$ cat src/rtl/txr_pkg.sv
// Package txr_pkg
// Shared constants and state types for the transmit descriptor ring engine.
// Assumes a fixed descriptor format of four 16-bit words per entry.
package txr_pkg;

    // Word offsets inside one descriptor
    localparam int OFS_ADDR = 0;
    localparam int OFS_FLAG = 1;
    localparam int OFS_LEN  = 2;
    localparam int OFS_MISC = 3;
    localparam int DESC_WORDS_LOG = 2;

    // Bit positions inside the flag byte
    localparam int FL_ENP  = 0;
    localparam int FL_STP  = 1;
    localparam int FL_ONE  = 3;
    localparam int FL_MORE = 4;
    localparam int FL_ERR  = 6;
    localparam int FL_OWN  = 7;

    // Bit positions inside the status word
    localparam int MS_RTRY = 10;
    localparam int MS_LCAR = 11;
    localparam int MS_LCOL = 12;
    localparam int MS_UFLO = 14;
    localparam int MS_BUFF = 15;
    localparam int TDR_W   = 10;

    // Retry count at or above which a frame is a failure
    localparam int RETRY_W     = 5;
    localparam int RETRY_LIMIT = 16;

    // Length field width and byte address width
    localparam int LEN_W     = 12;
    localparam int BYTE_AW   = 24;
    localparam int LOG_W     = 3;

    typedef enum logic [3:0] {
        S_IDLE,
        S_RFLAG,
        S_CFLAG,
        S_RADDR,
        S_CADDR,
        S_RLEN,
        S_CLEN,
        S_STREAM,
        S_STATUS,
        S_WMISC,
        S_WOWN,
        S_NEXT
    } eng_state_t;

    typedef enum logic [1:0] {
        B_IDLE,
        B_FETCH,
        B_LOAD,
        B_SEND
    } ser_state_t;

endpackage

$ cat src/rtl/txr_poll_timer.sv
// Module txr_poll_timer
// Periodic poll tick generator. Counts while enabled, and a tick lasts
// one cycle after POLL_CYCLES enabled cycles. Dropping enable restarts
// the count. Assumes POLL_CYCLES >= 2.
module txr_poll_timer #(
    parameter int POLL_CYCLES = 2000
) (
    input  logic clk,
    input  logic rst_n,
    input  logic enable,
    output logic tick
);
    localparam int CW = $clog2(POLL_CYCLES);
    localparam logic [CW-1:0] LAST = CW'(POLL_CYCLES - 1);

    logic [CW-1:0] cnt_q;

    // count enabled cycles and wrap at the poll period
    always_ff @(posedge clk) begin
        if (!rst_n || !enable) begin
            cnt_q <= '0;
        end else if (cnt_q == LAST) begin
            cnt_q <= '0;
        end else begin
            cnt_q <= cnt_q + 1'b1;
        end
    end

    // tick in the final cycle of each period
    assign tick = enable && (cnt_q == LAST);

    // a tick never lasts more than one cycle
    a_r11_tick_single: assert property (@(posedge clk) disable iff (!rst_n)
        tick |=> !tick);

endmodule

$ cat src/rtl/txr_byte_ser.sv
// Module txr_byte_ser
// Reads a buffer word by word from the shared memory and emits it as a
// byte stream with valid/ready. Even byte addresses map to bits [15:8].
// Assumes one-cycle read latency and that it owns the memory port while
// busy. Start addresses may be odd.
module txr_byte_ser
    import txr_pkg::*;
#(
    parameter int AW = BYTE_AW,
    parameter int NW = LEN_W + 1
) (
    input  logic          clk,
    input  logic          rst_n,
    input  logic          abort,
    input  logic          start,
    input  logic [AW-1:0] start_addr,
    input  logic [NW-1:0] nbytes,
    output logic          rd_en,
    output logic [AW-2:0] rd_addr,
    input  logic [15:0]   rd_data,
    output logic [7:0]    tx_data,
    output logic          tx_valid,
    output logic          tx_last,
    input  logic          tx_ready,
    output logic          fin
);
    ser_state_t    st_q;
    logic [AW-1:0] ptr_q;
    logic [NW-1:0] rem_q;
    logic [15:0]   word_q;

    // walk the buffer: fetch a word, hold it, hand out its bytes
    always_ff @(posedge clk) begin
        if (!rst_n || abort) begin
            st_q   <= B_IDLE;
            ptr_q  <= '0;
            rem_q  <= '0;
            word_q <= '0;
        end else begin
            unique case (st_q)
                B_IDLE: begin
                    if (start) begin
                        ptr_q <= start_addr;
                        rem_q <= nbytes;
                        st_q  <= B_FETCH;
                    end
                end
                B_FETCH: st_q <= B_LOAD;
                B_LOAD: begin
                    word_q <= rd_data;
                    st_q   <= B_SEND;
                end
                B_SEND: begin
                    if (tx_ready) begin
                        rem_q <= rem_q - 1'b1;
                        ptr_q <= ptr_q + 1'b1;
                        if (rem_q == NW'(1)) begin
                            st_q <= B_IDLE;
                        end else if (ptr_q[0]) begin
                            st_q <= B_FETCH;
                        end
                    end
                end
                default: st_q <= B_IDLE;
            endcase
        end
    end

    // memory request and byte output decode
    always_comb begin
        rd_en    = (st_q == B_FETCH);
        rd_addr  = ptr_q[AW-1:1];
        tx_valid = (st_q == B_SEND);
        tx_data  = ptr_q[0] ? word_q[7:0] : word_q[15:8];
        tx_last  = tx_valid && (rem_q == NW'(1));
        fin      = tx_valid && tx_ready && (rem_q == NW'(1));
    end

    // an offered byte stays unchanged until it is taken
    a_r4_hold_until_taken: assert property (@(posedge clk) disable iff (!rst_n)
        (tx_valid && !tx_ready && !abort) |=> (tx_valid && $stable(tx_data) && $stable(tx_last)));

    // the end mark only appears with a valid byte
    a_r4_last_with_valid: assert property (@(posedge clk) disable iff (!rst_n)
        tx_last |-> tx_valid);

endmodule

$ cat src/rtl/txr_wb_pack.sv
// Module txr_wb_pack
// Builds the two completion words from the latched MAC outcome: the
// status word and the flag word with ownership cleared. Purely
// combinational.
module txr_wb_pack
    import txr_pkg::*;
(
    input  logic [7:0]         flags_in,
    input  logic [7:0]         addr_hi,
    input  logic               buf_err,
    input  logic [RETRY_W-1:0] retries,
    input  logic               lost_carrier,
    input  logic               late_collision,
    input  logic               underflow,
    input  logic [TDR_W-1:0]   tdr,
    output logic [15:0]        flag_word,
    output logic [15:0]        misc_word
);
    logic       one_retry;
    logic       many_retry;
    logic       retry_fail;
    logic       any_err;
    logic [7:0] fl;

    // classify the outcome and assemble both words
    always_comb begin
        one_retry  = (retries == RETRY_W'(1));
        many_retry = (retries >= RETRY_W'(2));
        retry_fail = (retries >= RETRY_W'(RETRY_LIMIT));
        any_err    = retry_fail || lost_carrier || late_collision || underflow || buf_err;

        fl          = '0;
        fl[FL_ENP]  = flags_in[FL_ENP];
        fl[FL_STP]  = flags_in[FL_STP];
        fl[FL_ONE]  = one_retry;
        fl[FL_MORE] = many_retry;
        fl[FL_ERR]  = any_err;
        fl[FL_OWN]  = 1'b0;
        flag_word   = {fl, addr_hi};

        misc_word           = '0;
        misc_word[TDR_W-1:0] = tdr;
        misc_word[MS_RTRY]  = retry_fail;
        misc_word[MS_LCAR]  = lost_carrier;
        misc_word[MS_LCOL]  = late_collision;
        misc_word[MS_UFLO]  = underflow;
        misc_word[MS_BUFF]  = buf_err;
    end

endmodule

$ cat src/rtl/txr_engine.sv
// Module txr_engine
// Transmit descriptor ring engine. Polls a power-of-two ring of 4-word
// descriptors, streams owned buffers as bytes, writes status back and
// hands each entry to the host with the ownership write last.
// Assumes a 16-bit word memory with one-cycle read latency and no wait
// states, configuration words stable while run is high, and a 24-bit
// byte address space.
module txr_engine
    import txr_pkg::*;
#(
    parameter int POLL_CYCLES = 2000
) (
    input  logic                 clk,
    input  logic                 rst_n,
    input  logic                 run,
    input  logic                 poll_demand,
    input  logic [15:0]          ring_base_lo,
    input  logic [15:0]          ring_cfg,
    output logic                 mem_en,
    output logic                 mem_we,
    output logic [BYTE_AW-2:0]   mem_addr,
    output logic [15:0]          mem_wdata,
    input  logic [15:0]          mem_rdata,
    output logic [7:0]           tx_data,
    output logic                 tx_valid,
    output logic                 tx_last,
    input  logic                 tx_ready,
    input  logic                 mac_done,
    input  logic [RETRY_W-1:0]   mac_retries,
    input  logic                 mac_lost_carrier,
    input  logic                 mac_late_collision,
    input  logic                 mac_underflow,
    input  logic [TDR_W-1:0]     mac_tdr,
    output logic                 tx_done
);
    localparam int WAW   = BYTE_AW - 1;
    localparam int IDX_W = (1 << LOG_W) - 1;
    localparam int NW    = LEN_W + 1;

    eng_state_t         state_q;
    logic [IDX_W-1:0]   idx_q;
    logic [7:0]         flags_q;
    logic [7:0]         hi_q;
    logic [15:0]        lo_q;
    logic               buf_err_q;
    logic [RETRY_W-1:0] retries_q;
    logic               lcar_q;
    logic               lcol_q;
    logic               uflo_q;
    logic [TDR_W-1:0]   tdr_q;

    logic [LOG_W-1:0]   ring_log;
    logic [IDX_W:0]     one_sh;
    logic [IDX_W-1:0]   idx_mask;
    logic [BYTE_AW-1:0] ring_byte;
    logic [WAW-1:0]     desc_base;
    logic [15:0]        neg_len;
    logic [NW-1:0]      frame_len;
    logic               poll_tick;
    logic               ser_start;
    logic               ser_rd;
    logic [WAW-1:0]     ser_addr;
    logic               ser_fin;
    logic [15:0]        flag_word;
    logic [15:0]        misc_word;
    logic               unused_cfg;

    assign unused_cfg = ^ring_cfg[12:8];

    // ring geometry and the current descriptor address
    always_comb begin
        ring_log  = ring_cfg[15:13];
        one_sh    = (IDX_W + 1)'(1) << ring_log;
        idx_mask  = IDX_W'(one_sh - 1'b1);
        ring_byte = {ring_cfg[7:0], ring_base_lo};
        desc_base = ring_byte[BYTE_AW-1:1] + WAW'({idx_q, 2'b00});
        neg_len   = 16'd0 - mem_rdata;
        frame_len = (neg_len[LEN_W-1:0] == '0) ? NW'(1 << LEN_W) : {1'b0, neg_len[LEN_W-1:0]};
    end

    // periodic poll runs only while idle and enabled
    txr_poll_timer #(
        .POLL_CYCLES(POLL_CYCLES)
    ) u_timer (
        .clk   (clk),
        .rst_n (rst_n),
        .enable(run && (state_q == S_IDLE)),
        .tick  (poll_tick)
    );

    assign ser_start = run && (state_q == S_CLEN) && flags_q[FL_ENP];

    // buffer reader and byte output
    txr_byte_ser #(
        .AW(BYTE_AW),
        .NW(NW)
    ) u_ser (
        .clk       (clk),
        .rst_n     (rst_n),
        .abort     (!run),
        .start     (ser_start),
        .start_addr({hi_q, lo_q}),
        .nbytes    (frame_len),
        .rd_en     (ser_rd),
        .rd_addr   (ser_addr),
        .rd_data   (mem_rdata),
        .tx_data   (tx_data),
        .tx_valid  (tx_valid),
        .tx_last   (tx_last),
        .tx_ready  (tx_ready),
        .fin       (ser_fin)
    );

    // completion word builder
    txr_wb_pack u_pack (
        .flags_in      (flags_q),
        .addr_hi       (hi_q),
        .buf_err       (buf_err_q),
        .retries       (retries_q),
        .lost_carrier  (lcar_q),
        .late_collision(lcol_q),
        .underflow     (uflo_q),
        .tdr           (tdr_q),
        .flag_word     (flag_word),
        .misc_word     (misc_word)
    );

    // descriptor sequencer: scan, fetch, stream, write back, advance
    always_ff @(posedge clk) begin
        if (!rst_n || !run) begin
            state_q   <= S_IDLE;
            idx_q     <= '0;
            flags_q   <= '0;
            hi_q      <= '0;
            lo_q      <= '0;
            buf_err_q <= 1'b0;
            retries_q <= '0;
            lcar_q    <= 1'b0;
            lcol_q    <= 1'b0;
            uflo_q    <= 1'b0;
            tdr_q     <= '0;
        end else begin
            unique case (state_q)
                S_IDLE: begin
                    if (poll_demand || poll_tick) state_q <= S_RFLAG;
                end
                S_RFLAG: begin
                    buf_err_q <= 1'b0;
                    retries_q <= '0;
                    lcar_q    <= 1'b0;
                    lcol_q    <= 1'b0;
                    uflo_q    <= 1'b0;
                    tdr_q     <= '0;
                    state_q   <= S_CFLAG;
                end
                S_CFLAG: begin
                    if (!mem_rdata[8 + FL_OWN]) begin
                        state_q <= S_IDLE;
                    end else begin
                        flags_q <= mem_rdata[15:8];
                        hi_q    <= mem_rdata[7:0];
                        state_q <= S_RADDR;
                    end
                end
                S_RADDR: state_q <= S_CADDR;
                S_CADDR: begin
                    lo_q    <= mem_rdata;
                    state_q <= S_RLEN;
                end
                S_RLEN: state_q <= S_CLEN;
                S_CLEN: begin
                    if (flags_q[FL_ENP]) begin
                        state_q <= S_STREAM;
                    end else begin
                        buf_err_q <= 1'b1;
                        state_q   <= S_WMISC;
                    end
                end
                S_STREAM: begin
                    if (ser_fin) state_q <= S_STATUS;
                end
                S_STATUS: begin
                    if (mac_done) begin
                        retries_q <= mac_retries;
                        lcar_q    <= mac_lost_carrier;
                        lcol_q    <= mac_late_collision;
                        uflo_q    <= mac_underflow;
                        tdr_q     <= mac_tdr;
                        state_q   <= S_WMISC;
                    end
                end
                S_WMISC: state_q <= S_WOWN;
                S_WOWN:  state_q <= S_NEXT;
                S_NEXT: begin
                    idx_q   <= (idx_q + 1'b1) & idx_mask;
                    state_q <= S_RFLAG;
                end
                default: state_q <= S_IDLE;
            endcase
        end
    end

    // memory port: descriptor accesses, or the reader while streaming
    always_comb begin
        mem_en    = 1'b0;
        mem_we    = 1'b0;
        mem_addr  = desc_base;
        mem_wdata = '0;
        unique case (state_q)
            S_RFLAG: begin
                mem_en   = 1'b1;
                mem_addr = desc_base + WAW'(OFS_FLAG);
            end
            S_RADDR: begin
                mem_en   = 1'b1;
                mem_addr = desc_base + WAW'(OFS_ADDR);
            end
            S_RLEN: begin
                mem_en   = 1'b1;
                mem_addr = desc_base + WAW'(OFS_LEN);
            end
            S_STREAM: begin
                mem_en   = ser_rd;
                mem_addr = ser_addr;
            end
            S_WMISC: begin
                mem_en    = 1'b1;
                mem_we    = 1'b1;
                mem_addr  = desc_base + WAW'(OFS_MISC);
                mem_wdata = misc_word;
            end
            S_WOWN: begin
                mem_en    = 1'b1;
                mem_we    = 1'b1;
                mem_addr  = desc_base + WAW'(OFS_FLAG);
                mem_wdata = flag_word;
            end
            default: ;
        endcase
    end

    // completion pulse follows the ownership write
    assign tx_done = (state_q == S_NEXT);

    // every completion pulse comes straight after a memory write
    a_r5_done_after_write: assert property (@(posedge clk) disable iff (!rst_n)
        tx_done |-> $past(mem_en && mem_we));

    // the write just before a completion pulse releases ownership
    a_r5_own_released: assert property (@(posedge clk) disable iff (!rst_n)
        tx_done |-> !$past(mem_wdata[8 + FL_OWN]));

    // no memory traffic once the engine has been stopped for a cycle
    a_r12_quiet_when_stopped: assert property (@(posedge clk) disable iff (!rst_n)
        (!run && $past(!run)) |-> (!mem_en && !tx_valid));

    // a completion is followed at once by the next flag read
    a_r10_rescan_after_done: assert property (@(posedge clk) disable iff (!rst_n)
        (tx_done && run) |=> (mem_en && !mem_we));

endmodule

$ cat config.mk
export PLATFORM = sky130hd
export DESIGN_NAME = txr_engine
export DESIGN_NICKNAME = d
export VERILOG_FILES = /design/src/rtl/txr_pkg.sv /design/src/rtl/txr_poll_timer.sv /design/src/rtl/txr_byte_ser.sv /design/src/rtl/txr_wb_pack.sv /design/src/rtl/txr_engine.sv
export SDC_FILE = /design/constraint.sdc
export NUM_CORES = 1
export LEC_CHECK = 0
export BUFFER_PORTS_ARGS = -buffer_cell sky130_fd_sc_hd__buf_2
export CORE_MARGIN = 2
export CORE_UTILIZATION = 58
export CTS_BUF_LIST = sky130_fd_sc_hd__clkbuf_8 sky130_fd_sc_hd__clkbuf_16
export DETAILED_ROUTE_END_ITERATION = 10
export PLACE_DENSITY_LB_ADDON = 0.1
export SYNTH_ARGS = -nofsm -noshare
export SYNTH_HDL_FRONTEND = slang
export SYNTH_HIERARCHICAL = 1
export SYNTH_SLANG_ARGS = --single-unit
$ cat constraint.sdc
create_clock -name clk -period 4.15 [get_ports clk]
set_input_delay 0 -clock clk [delete_from_list [all_inputs] [get_ports clk]]
set_output_delay 0 -clock clk [all_outputs]
set_load 0.005 [all_outputs]
# After elaboration in Yosys (flattened, before gate mapping)
# Cells that the tools add are included.
# word_totals
output_inout_bits	52
wordCells	122
regBits	122
in_bits	72
# op_classes
magnitude_cmp	2
n_shift	1
n_reduce_logical	33
bitwise_logic	1
n_addsub	10
muxes	35
n_eq_ne	24
# ops
op	n
$pmux W23 S4	1
$mux W24	2
$pmux W24 S2	1
$pmux W4 S12	1
$add A23 B2 Y23 const B	2
$mux W13	3
$pmux W16 S2	1
$pmux W13 S2	1
$add A24 B1 Y24 const B	1
$add A23 B1 Y23 const B	1
$add A23 B9 Y23	1
$pmux W10 S2	1
$eq A4 B3 Y1 const B	4
$eq A4 B4 Y1 const B	4
$mux W4	4
$eq A13 B1 Y1 const B	1
$sub A13 B1 Y13 const B	1
$logic_not A12 Y1	1
$sub A1 B12 Y12 const A	1
$add A11 B1 Y11 const B	1
$eq A11 B11 Y1 const B	1
$mux W10	1
$mux W2	5
$pmux W1 S2	5
other kinds (29)	61

# Longest topological paths before layout
# depth
ltp_word	6
depth_mapped	13
mapped_depth_nobuf	12

# Modules after synthesis
# The synthesis kept the hierarchy.
# by_module_without_submodules
module	n_inst	seq_area_each_um2	area_each_um2	cells_each
txr_engine	1	1241.2	5094.9	714
txr_byte_ser	1	1101.1	3415.8	435
txr_poll_timer	1	220.2	499.2	58
txr_wb_pack	1	0.0	287.8	40

# Worst setup path before layout
# OpenSTA, ideal clock, no wires.
# synth_path
kind	register to output
start	register idx_q[0]
end	output port mem_addr[19]
path_buffers	1
t_arrival_ns	2.948
required_time_ns	4.150
path_slack_ns	1.202
stages_incl_launch_ff	12
cell_sequence	dfxtp_1 ha_1 fa_1 a211oi_4 nor3_1 or4_1 and3_1 clkbuf_1 nand4_1 nor2_1 mux2i_1 a211o_1
# synth_between
elab_chain_len	3
elab_cells_between_ends	5
cone_classes	add/sub (4); mux (1)
# synth_lines
item	line_no	rtl
from (decl)	txr_engine.sv:41	logic [IDX_W-1:0] idx_q;
from (signal assigned)	txr_engine.sv:195	idx_q <= (idx_q + 1'b1) & idx_mask;
$add A23 B9 Y23 (*)	txr_engine.sv:76	desc_base = ring_byte[BYTE_AW-1:1] + WAW'({idx_q, 2'b00});
$add A23 B1 Y23 (tied with other cells)	txr_engine.sv:212, txr_engine.sv:235	
$pmux W23 S4 (*)	txr_engine.sv:209	unique case (state_q)
to (decl)	txr_engine.sv:21	output logic [BYTE_AW-2:0] mem_addr,
# Every way passes the cells marked *; elsewhere a longest branch is shown, timed or not.

# Worst setup path in the final report
# layout_path
start	register idx_q[0]
end	output port mem_addr[14]
# Same word-level chain as after synthesis.

==> results_dict.tcl <==
set metrics [dict create \
    core_area_sq_um 15260 \
    ir_drop_uv 338.7 \
    clk_latency_ns 0.42 \
    dieWidth_um 129.3 \
    antenna_found_initial 0 \
    area.growth.synth_to_final_pct 13.53 \
    die_h_um 129.3 \
    fin_area_sq_um 10340 \
    num_antenna_cells 0 \
    worst_ep_required_time_ns 4.15 \
    post-route-period-util 0.9285 \
    fillers 1334 \
    drc 0 \
    final_common_cell "nand2_1" \
    syn_inst 1224 \
    drtAntennaViolNets 0 \
    grt_util_all_layers 0.3156 \
    place_congestion 0.9082 \
    combinationalPowerShare 0.110 \
    dieArea_sq_um 16720 \
    p_switching_w 0.0007732 \
    cts_tree "done" \
    layout-drive-gt1-share 0.1635 \
    clockBufferDepth 2 \
    ctsResizeCount 0 \
    power_density_nw_per_um2 280.5 \
    cellLeakagePower_nw 3.699 \
    hold_violations 0 \
    worstPathArrival_ns 3.85 \
    hold_depth 5 \
    criticalPathCategory "reg -> out" \
    yosysWarnings 6 \
    p_seq_frac 0.406 \
    tns_ns 0 \
    vias 9418 \
    start_util 0.5969 \
    clkPwrFrac 0.484 \
    mostFrequentLayoutCells "167 x nand2_1, 122 x dfxtp_1, 116 x buf_2" \
    nNetsFinal 1385 \
    drv_cap 0 \
    rsz0062_at_grt "no" \
    hold_ws_ns 0.07051 \
    cts_buffers 17 \
    p_sw_frac 0.2666 \
    num_rows 45 \
    outcome "complete, no violations" \
    finalSetupViolations 0 \
    timing.final.ws_setup_ns 0.2969 \
    grt_max_degree 57 \
    vias_per_cell 6.221 \
    min_period_ns 3.853 \
    fmax_ghz 0.2595 \
    r2r_cells 9 \
    io_pins 124 \
    p_int_w 0.002128 \
    grt_pass1_vias 8338 \
    drt-initial-drc-count 857 \
    finalWirelength_um 26290 \
    grt_pass1_wl_um 42130 \
    slew_viol_final 0 \
    numPortBuffers 116 \
    max_slew_margin 0.2393 \
    clk_pin_slew_ns 0.06 \
    dr.pass1.iters 5 \
    grt_overflow_total 0 \
    place_ws_ns 0.8074 \
    clock_sinks 122 \
    root_buffer "clkbuf_16" \
    worstMarginPinSlew_ns 1.135 \
    wire_per_inst_um 17.36 \
    syn-mean-instance-area_sq_um 7.441 \
    htreeDepth 4 \
    worstSetupEndpointType "output port" \
    synth_area_sq_um 9107 \
    cp_max_fo 8 \
    dp_hpwl_um 18030 \
    min_path_type "in -> reg" \
    place_area_sq_um 9389 \
    start_kind "flip-flop" \
    clock_skew_ns 0.007026 \
]
-- final timing paths --
| check | endpoint | slack, ns | startpoint |
|---|---|---|---|
| worst max register to register | u_ser/ptr_q[23]$_SDFFE_PP0P_ | 0.98 | state_q[3]$_SDFFE_PP0P_ |
| worst min register to register | lo_q[8]$_SDFFE_PP0P_ | 0.45 | lo_q[8]$_SDFFE_PP0P_ |
| worst max-delay path | mem_addr[14] | 0.30 | idx_q[0]$_SDFFE_PP0P_ |
| worst min-delay path | u_ser/ptr_q[14]$_SDFFE_PP0P_ | 0.07 | run |
-- power groups by stage --
stage / Sequential [W] / Combinational, W / Clock, W
4_1_cts: 0.00118 / 0.000314 / 0.00140
2_1_floorplan: 0.00120 / 0.000179 / 0
3_3_place_gp: 0.00120 / 0.000281 / 0
3_5_place_dp: 0.00120 / 0.000283 / 0
5_1_grt: 0.00118 / 0.000348 / 0.00146
6_report: 0.00118 / 0.000319 / 0.00140
-- final cells by class --
type	count	area [sq um]	area share
clock buffers	17	425.4	0.04114
well taps	211	264.0	0.02553
repair buffers	173	1109	0.1072
clock inverters	14	125.1	0.01210
multi-input cells	956	5896	0.5702
inverters	21	78.83	0.007623
flip-flops and latches	122	2442	0.2362
-- registers in the layout, indices dropped and copies added, names as in the netlist, 2 cells and up --
signal / flops
flags_q: 2
hi_q: 8
idx_q: 7
lo_q: 16
retries_q: 5
state_q: 4
tdr_q: 10
u_ser/ptr_q: 24
u_ser/rem_q: 13
u_ser/st_q: 2
u_ser/word_q: 16
u_timer/cnt_q: 11
-- worst max-delay path, cell delays in order (launching register included) --
cell and delay [ns]:
dfxtp_1 0.35, ha_1 0.23, fa_1 0.44, a211oi_4 0.42, o2111a_1 0.24, or4_1 0.15, nand3_1 0.24, nor4_4 0.55
a22oi_1 0.15, or4_1 0.42, nand3_1 0.11, buf_2 0.12
-- repair_timing --
action                                  in CTS  in global routing
endpoints found under the setup margin       0                  0
buffers inserted                             0                  0
endpoints found under the hold margin       70                  0
hold buffers                                40                  0
-- stage by stage --
step / utilization / total power, W / std cells
2_1_floorplan: - / 0.001379 / 1227
3_3_place_gp: 0.6153 / 0.001485 / 1443
3_5_place_dp: 0.6153 / 0.001488 / 1443
4_1_cts: 0.6777 / 0.002894 / 1514
5_1_grt: 0.6777 / 0.002990 / 1514
6_report: 0.6777 / 0.002901 / 1514
-- routing by layer --
metal  vias up  global-route usage  routed length (um)
li1       4560                   -                   -
met1      4404              0.4409               11680
met2       406              0.4858               11910
met3        48             0.05574                2076
met4         0              0.1234                 626
met5         -                   0                   0
No activity file was read; power rests on OpenSTA's default activity.
